<file path="config.mk">
export PLATFORM = sky130hd
export DESIGN_NAME = ide_cfg_window
export DESIGN_NICKNAME = d
export VERILOG_FILES = /design/src/rtl/ide_win_pkg.sv /design/src/rtl/ide_unlock_fsm.sv /design/src/rtl/ide_timing_bank.sv /design/src/rtl/ide_cfg_window.sv
export SDC_FILE = /design/constraint.sdc
export NUM_CORES = 1
export LEC_CHECK = 0
export BUFFER_PORTS_ARGS = -buffer_cell sky130_fd_sc_hd__clkbuf_2
export CAP_MARGIN = 10
export CORE_MARGIN = 3
export CORE_UTILIZATION = 56
export DETAILED_ROUTE_END_ITERATION = 7
export PLACE_DENSITY = 0.82
export SYNTH_ARGS = -nofsm -noshare
export SYNTH_HDL_FRONTEND = slang
export SYNTH_SLANG_ARGS = --single-unit
</file>
<file path="constraint.sdc">
create_clock -name clk -period 5.55 [get_ports clk]
set_clock_uncertainty 0.05 [all_clocks]
set_input_delay 0 -clock clk [delete_from_list [all_inputs] [get_ports clk]]
set_output_delay 0 -clock clk [all_outputs]
set_load 0.02 [all_outputs]
</file>
<file path="src/rtl/ide_win_pkg.sv">
package ide_win_pkg;

    typedef enum logic [1:0] {
        WS_IDE  = 2'd0,
        WS_RD1  = 2'd1,
        WS_RD2  = 2'd2,
        WS_CTRL = 2'd3
    } win_state_t;

    // offsets decoded in control mode; the key offsets overlap task-file ones
    localparam int unsigned OFS_RD_TIM  = 0;
    localparam int unsigned OFS_WR_TIM  = 1;
    localparam int unsigned OFS_KEY     = 2;
    localparam int unsigned OFS_CTL     = 3;
    localparam int unsigned OFS_STRAP   = 5;
    localparam int unsigned OFS_SEL     = 6;

    localparam logic [7:0] KEY_UNLOCK = 8'h03;
    localparam logic [7:0] KEY_RELOCK = 8'h83;
    localparam logic [7:0] KEY_COMMIT = 8'h85;

endpackage

</file>
<file path="src/rtl/ide_unlock_fsm.sv">
module ide_unlock_fsm
    import ide_win_pkg::*;
#(
    parameter int AW = 3
) (
    input  logic          clk,
    input  logic          rst_n,
    input  logic          acc_valid,
    input  logic          acc_write,
    input  logic          acc_wide,
    input  logic [AW-1:0] acc_offset,
    input  logic [7:0]    acc_key,
    output logic          ctl_mode
);

    win_state_t state_q, state_d;

    logic is_key_rd;
    logic is_unlock;
    logic is_relock;

    assign is_key_rd = !acc_write && acc_wide && (acc_offset == AW'(OFS_WR_TIM));
    assign is_unlock = acc_write && !acc_wide && (acc_offset == AW'(OFS_KEY))
                       && (acc_key == KEY_UNLOCK);
    assign is_relock = acc_write && !acc_wide && (acc_offset == AW'(OFS_KEY))
                       && (acc_key == KEY_RELOCK);

    always_ff @(posedge clk) begin
        if (!rst_n) state_q <= WS_IDE;
        else        state_q <= state_d;
    end

    always_comb begin
        state_d = state_q;
        unique case (state_q)
            WS_IDE:  if (acc_valid && is_key_rd) state_d = WS_RD1;
            WS_RD1:  if (acc_valid) state_d = is_key_rd ? WS_RD2 : WS_IDE;
            WS_RD2:  if (acc_valid) state_d = is_unlock ? WS_CTRL : WS_IDE;
            WS_CTRL: if (acc_valid && is_relock) state_d = WS_IDE;
            default: state_d = WS_IDE;
        endcase
    end

    always_comb begin
        ctl_mode = 1'b0;
        unique case (state_q)
            WS_CTRL: ctl_mode = 1'b1;
            default: ctl_mode = 1'b0;
        endcase
    end

endmodule

</file>
<file path="src/rtl/ide_timing_bank.sv">
module ide_timing_bank
    import ide_win_pkg::*;
#(
    parameter int AW   = 3,
    parameter int TW   = 8,
    parameter int NDEV = 2,
    localparam int LO_W  = 4,
    localparam int SU_W  = TW - LO_W,
    localparam int SEL_W = (NDEV > 1) ? $clog2(NDEV) : 1
) (
    input  logic             clk,
    input  logic             rst_n,
    input  logic             reg_wr,
    input  logic [AW-1:0]    reg_offset,
    input  logic [TW-1:0]    reg_wdata,
    input  logic             strap_pin,
    output logic [TW-1:0]    reg_rdata,
    output logic [NDEV*TW-1:0] act_rd,
    output logic [NDEV*TW-1:0] act_wr,
    output logic [SU_W-1:0]  act_setup
);

    logic [TW-1:0]   sel_q;
    logic [TW-1:0]   ctl_q;
    logic            strap_q;
    logic [SU_W-1:0] setup_q;
    logic [TW-1:0]   stg_rd_v [NDEV];
    logic [TW-1:0]   stg_wr_v [NDEV];
    logic [SEL_W-1:0] sel_idx;
    logic            sel_ok;
    logic            commit;

    assign sel_idx = sel_q[SEL_W-1:0];
    assign sel_ok  = (32'(sel_idx) < NDEV);
    assign commit  = reg_wr && (reg_offset == AW'(OFS_CTL))
                     && (reg_wdata == TW'(KEY_COMMIT));

    always_ff @(posedge clk) begin
        if (!rst_n) begin
            sel_q   <= {{SU_W{1'b1}}, {LO_W{1'b0}}};
            ctl_q   <= '0;
            strap_q <= 1'b0;
            setup_q <= '1;
        end else begin
            strap_q <= strap_pin;
            if (reg_wr && reg_offset == AW'(OFS_SEL)) sel_q <= reg_wdata;
            if (reg_wr && reg_offset == AW'(OFS_CTL)) ctl_q <= reg_wdata;
            if (commit) setup_q <= sel_q[TW-1:LO_W];
        end
    end

    assign act_setup = setup_q;

    for (genvar d = 0; d < NDEV; d++) begin : g_bank
        logic [TW-1:0] s_rd, s_wr, a_rd, a_wr;
        logic          hit;

        assign hit = sel_ok && (32'(sel_idx) == d);

        always_ff @(posedge clk) begin
            if (!rst_n) begin
                s_rd <= '1;
                s_wr <= '1;
                a_rd <= '1;
                a_wr <= '1;
            end else begin
                if (reg_wr && hit && reg_offset == AW'(OFS_RD_TIM)) s_rd <= reg_wdata;
                if (reg_wr && hit && reg_offset == AW'(OFS_WR_TIM)) s_wr <= reg_wdata;
                if (commit) begin
                    a_rd <= s_rd;
                    a_wr <= s_wr;
                end
            end
        end

        assign stg_rd_v[d]          = s_rd;
        assign stg_wr_v[d]          = s_wr;
        assign act_rd[d*TW +: TW]   = a_rd;
        assign act_wr[d*TW +: TW]   = a_wr;
    end

    always_comb begin
        reg_rdata = '0;
        case (32'(reg_offset))
            OFS_RD_TIM: reg_rdata = sel_ok ? stg_rd_v[sel_idx] : '1;
            OFS_WR_TIM: reg_rdata = sel_ok ? stg_wr_v[sel_idx] : '1;
            OFS_CTL:    reg_rdata = ctl_q;
            OFS_STRAP:  reg_rdata = TW'(strap_q);
            OFS_SEL:    reg_rdata = sel_q;
            default:    reg_rdata = '0;
        endcase
    end

endmodule

</file>
<file path="src/rtl/ide_cfg_window.sv">
module ide_cfg_window
    import ide_win_pkg::*;
#(
    parameter int AW   = 3,
    parameter int DW   = 16,
    parameter int TW   = 8,
    parameter int NDEV = 2,
    localparam int SU_W = TW - 4
) (
    input  logic               clk,
    input  logic               rst_n,
    input  logic               acc_valid,
    input  logic               acc_write,
    input  logic               acc_wide,
    input  logic [AW-1:0]      acc_offset,
    input  logic [DW-1:0]      acc_wdata,
    output logic [DW-1:0]      acc_rdata,
    output logic               drv_valid,
    output logic               drv_write,
    output logic               drv_wide,
    output logic [AW-1:0]      drv_offset,
    output logic [DW-1:0]      drv_wdata,
    input  logic [DW-1:0]      drv_rdata,
    input  logic               strap_pin,
    output logic               ctl_mode,
    output logic [NDEV*TW-1:0] dev_rd_tim,
    output logic [NDEV*TW-1:0] dev_wr_tim,
    output logic [SU_W-1:0]    setup_tim
);

    logic [TW-1:0] reg_rdata;
    logic          reg_wr;

    ide_unlock_fsm #(.AW(AW)) fsm_i (
        .clk        (clk),
        .rst_n      (rst_n),
        .acc_valid  (acc_valid),
        .acc_write  (acc_write),
        .acc_wide   (acc_wide),
        .acc_offset (acc_offset),
        .acc_key    (acc_wdata[7:0]),
        .ctl_mode   (ctl_mode)
    );

    assign reg_wr = ctl_mode && acc_valid && acc_write;

    ide_timing_bank #(.AW(AW), .TW(TW), .NDEV(NDEV)) bank_i (
        .clk        (clk),
        .rst_n      (rst_n),
        .reg_wr     (reg_wr),
        .reg_offset (acc_offset),
        .reg_wdata  (acc_wdata[TW-1:0]),
        .strap_pin  (strap_pin),
        .reg_rdata  (reg_rdata),
        .act_rd     (dev_rd_tim),
        .act_wr     (dev_wr_tim),
        .act_setup  (setup_tim)
    );

    assign drv_valid  = acc_valid && !ctl_mode;
    assign drv_write  = acc_write;
    assign drv_wide   = acc_wide;
    assign drv_offset = acc_offset;
    assign drv_wdata  = acc_wdata;
    assign acc_rdata  = ctl_mode ? DW'(reg_rdata) : drv_rdata;

endmodule

</file>
==> results.sh <==
export IMPL_n_antenna_cell=0
export IMPL_rows=29
export IMPL_start_util=0.599
export IMPL_cts_tree="yes"
export IMPL_post_route_util=0.705
export IMPL_grt_overflow=0
export IMPL_synth_ff_type="dfxtp_1"
export IMPL_cts_resized=0
export IMPL_drv_slew=0
export IMPL_yosysMostFrequentCell="nand2_1"
export IMPL_synth_top_area_share=0.443
export IMPL_gp_congestion=0.867
export IMPL_ios=116
export IMPL_path_clk_slew_ns=0.08
export IMPL_dp_hpwl_mm=6.59
export IMPL_fill_cells=531
export IMPL_vias=3447
export IMPL_wl_mm=9.57
export IMPL_insertion_delay_ns=0.35
export IMPL_fmax_mhz=384
export IMPL_die_y_um=89.8
export IMPL_synthCells=453
export IMPL_antenna_left=0
export IMPL_antenna_found_initial=0
export IMPL_synth_seq_cells=87
export IMPL_cts_setup_buffers=0
export IMPL_p_per_area_nw_per_um2=258
export IMPL_die_area_um2=8070
export IMPL_yosys_warnings=0
export IMPL_clock_path_buffers=2
export IMPL_slew_headroom=0.376
export IMPL_portBuffers=99
export IMPL_cts_root_buf="clkbuf_8"
export IMPL_p_leak_nw=2.04
export IMPL_drt_iter0_drc=278
export IMPL_core_area_um2=6570
export IMPL_setup_tns_ns=0
export IMPL_synth_seq_area_share=0.443
export IMPL_cts_buffers=9
export IMPL_status="finished, final reports clean"
export IMPL_drive_gt1_frac=0.236
export IMPL_drc=0
export IMPL_firstDrtPassIters=6
export IMPL_endpoint_kind="flip-flop"
export IMPL_cp_data_arrival_time_ns=2.74
export IMPL_maxCapViolations=0
export IMPL_min_path_type="input port to flip-flop"
export IMPL_synth_edf_count=0
export IMPL_fin_nets=572
export IMPL_wl_per_cell_um=15.2
export IMPL_viasPerCell=5.49
export IMPL_grt_max_degree=88
export IMPL_rsz0062_at_grt="no"
export IMPL_postSynthAreaPerCell_um2=8.68
export IMPL_async_reset_ff_frac=0
export IMPL_grt_pass1_wl_mm=16.2
export IMPL_syn_nets=494
export IMPL_synth_area_um2=3930
export IMPL_required_ns=5.69
export IMPL_yosysUniqueCellTypes=38
export IMPL_die_w_um=89.8
export IMPL_area_growth_pct=17.7
export IMPL_synthTopCellsByCount="nand2_1 (123), dfxtp_1 (87), nand3_1 (53)"
export IMPL_tightest_slew_ns=0.931
export IMPL_cp_start_kind="flip-flop"
export IMPL_cts_htree_levels=3
export IMPL_setup_viol=0
export IMPL_synth_area_top_cells="dfxtp_1 (44%), mux2i_1 (13%), nand2_1 (12%)"
export IMPL_finalHoldViolCount=0
export IMPL_clock_sinks=87
export IMPL_irDropWorstVdd_uv=205
export IMPL_grt_usage=0.242
export IMPL_post_route_period_util=0.470
export IMPL_grt_pass1_vias=3319
export IMPL_path_max_fanout=36
export IMPL_path_class="flip-flop to flip-flop"
export IMPL_period_needed_ns=2.61
export IMPL_yosys_area_top_type="dfxtp_1"
export IMPL_holdBufCountCts=14
-- layer usage --
layer	GRT usage	share of wire
met1	0.314	0.43
met2	0.400	0.48
met3	0.0668	0.074
met4	0.0626	0.016
met5	0	0
-- where the power goes --
group / switching [mW] / internal (mW)
logic: 0.0597 / 0.0345
clock network: 0.211 / 0.264
registers: 0.000169 / 0.624
-- per-stage QoR --
step | hold WS, ns | cells | total power, mW | cell area (um2) | worst slack, ns
2_1_floorplan | 0.0478 | 453 | 0.700 | 3930 | 3.81
3_3_place_gp | -0.0499 | 598 | 0.720 | 4260 | 2.81
3_5_place_dp | -0.0499 | 598 | 0.721 | 4260 | 2.66
4_1_cts | 0.00175 | 627 | 1.19 | 4610 | 2.66
5_1_grt | 0.0172 | 628 | 1.23 | 4630 | 2.65
6_report | 0.00263 | 628 | 1.19 | 4630 | 2.94
-- worst paths after layout --
kind	slack [ns]	from	to	depth (start not counted)
worst max register to register	2.94	fsm_i.state_q[0]$_SDFFE_PN0P_	bank_i.g_bank[1].a_rd[3]$_SDFFE_PN1P_	5
worst max-delay path	2.94	fsm_i.state_q[0]$_SDFFE_PN0P_	bank_i.g_bank[1].a_rd[3]$_SDFFE_PN1P_	5
worst min register to register	0.42	bank_i.g_bank[0].a_wr[3]$_SDFFE_PN1P_	bank_i.g_bank[0].a_wr[3]$_SDFFE_PN1P_	2
worst min-delay path	0.003	acc_wdata[7]	bank_i.g_bank[1].s_rd[7]$_SDFFE_PN1P_	3
-- kinds of logic (layout without fill, tap and decap cells) --
| family | after synthesis | count (layout) | synth area share |
|---|---|---|---|
| and+or+nand+nor | 224 | 224 | 0.275 |
| DFF | 87 | 87 | 0.443 |
| muxes | 56 | 56 | 0.144 |
| buffers and inverters | 51 | 133 | 0.0782 |
| AOI/OAI and AO/OA | 34 | 34 | 0.0579 |
| xor gates and xnor gates | 1 | 1 | 0.00223 |
-- placed cells by master, fill, tap and decap left out, types with 2 or more instances in the layout --
cell type,netlist,final
nand2_1,123,123
clkbuf_2,0,99
dfxtp_1,87,87
nand3_1,53,53
mux2i_1,51,51
dlygate4sd3_1,0,14
nor2b_1,13,13
and2_1,10,10
o21ai_0,10,10
clkbuf_8,0,10
a221oi_1,7,7
mux2_2,5,5
nor2_1,5,5
o2bb2ai_1,4,4
a21oi_1,4,4
o22ai_1,3,3
nor4bb_1,3,3
inv_1,2,2
o211ai_1,2,2
nor3_1,2,2
a31oi_1,2,2
nor3_4,2,2
and3_1,2,2
nor3b_1,2,2
clkbuf_1,19,2
bufinv_16,0,2
buf_4,22,2
-- critical path, cell delays in order, from the launching register on --
cell and delay [ns]:
dfxtp_1 0.44, nand4_4 0.20, and4bb_1 0.68, nand3_2 0.69
nand2_1 0.25, nand3_1 0.10
-- state kept, by name (all words and copies together) (netlist names) --
name                cells
bank_i.sel_q            8
fsm_i.state_q           2
bank_i.g_bank.a_rd     16
bank_i.g_bank.s_wr     16
bank_i.g_bank.a_wr     16
bank_i.act_setup        4
bank_i.ctl_q            8
bank_i.strap_q          1
bank_i.g_bank.s_rd     16
-- final cells by class --
| class | instances | area [um2] | share of cell area |
|---|---|---|---|
| Clock buffer | 12 | 145 | 0.0314 |
| Clock inverter | 3 | 67.6 | 0.0146 |
| Inverter | 2 | 7.51 | 0.00162 |
| Multi-Input combinational cell | 315 | 1880 | 0.407 |
| Sequential cell | 87 | 1740 | 0.376 |
| Tap cell | 93 | 116 | 0.0251 |
| Timing Repair Buffer | 116 | 666 | 0.144 |
Note: power is estimated with default switching activity, not from simulation.
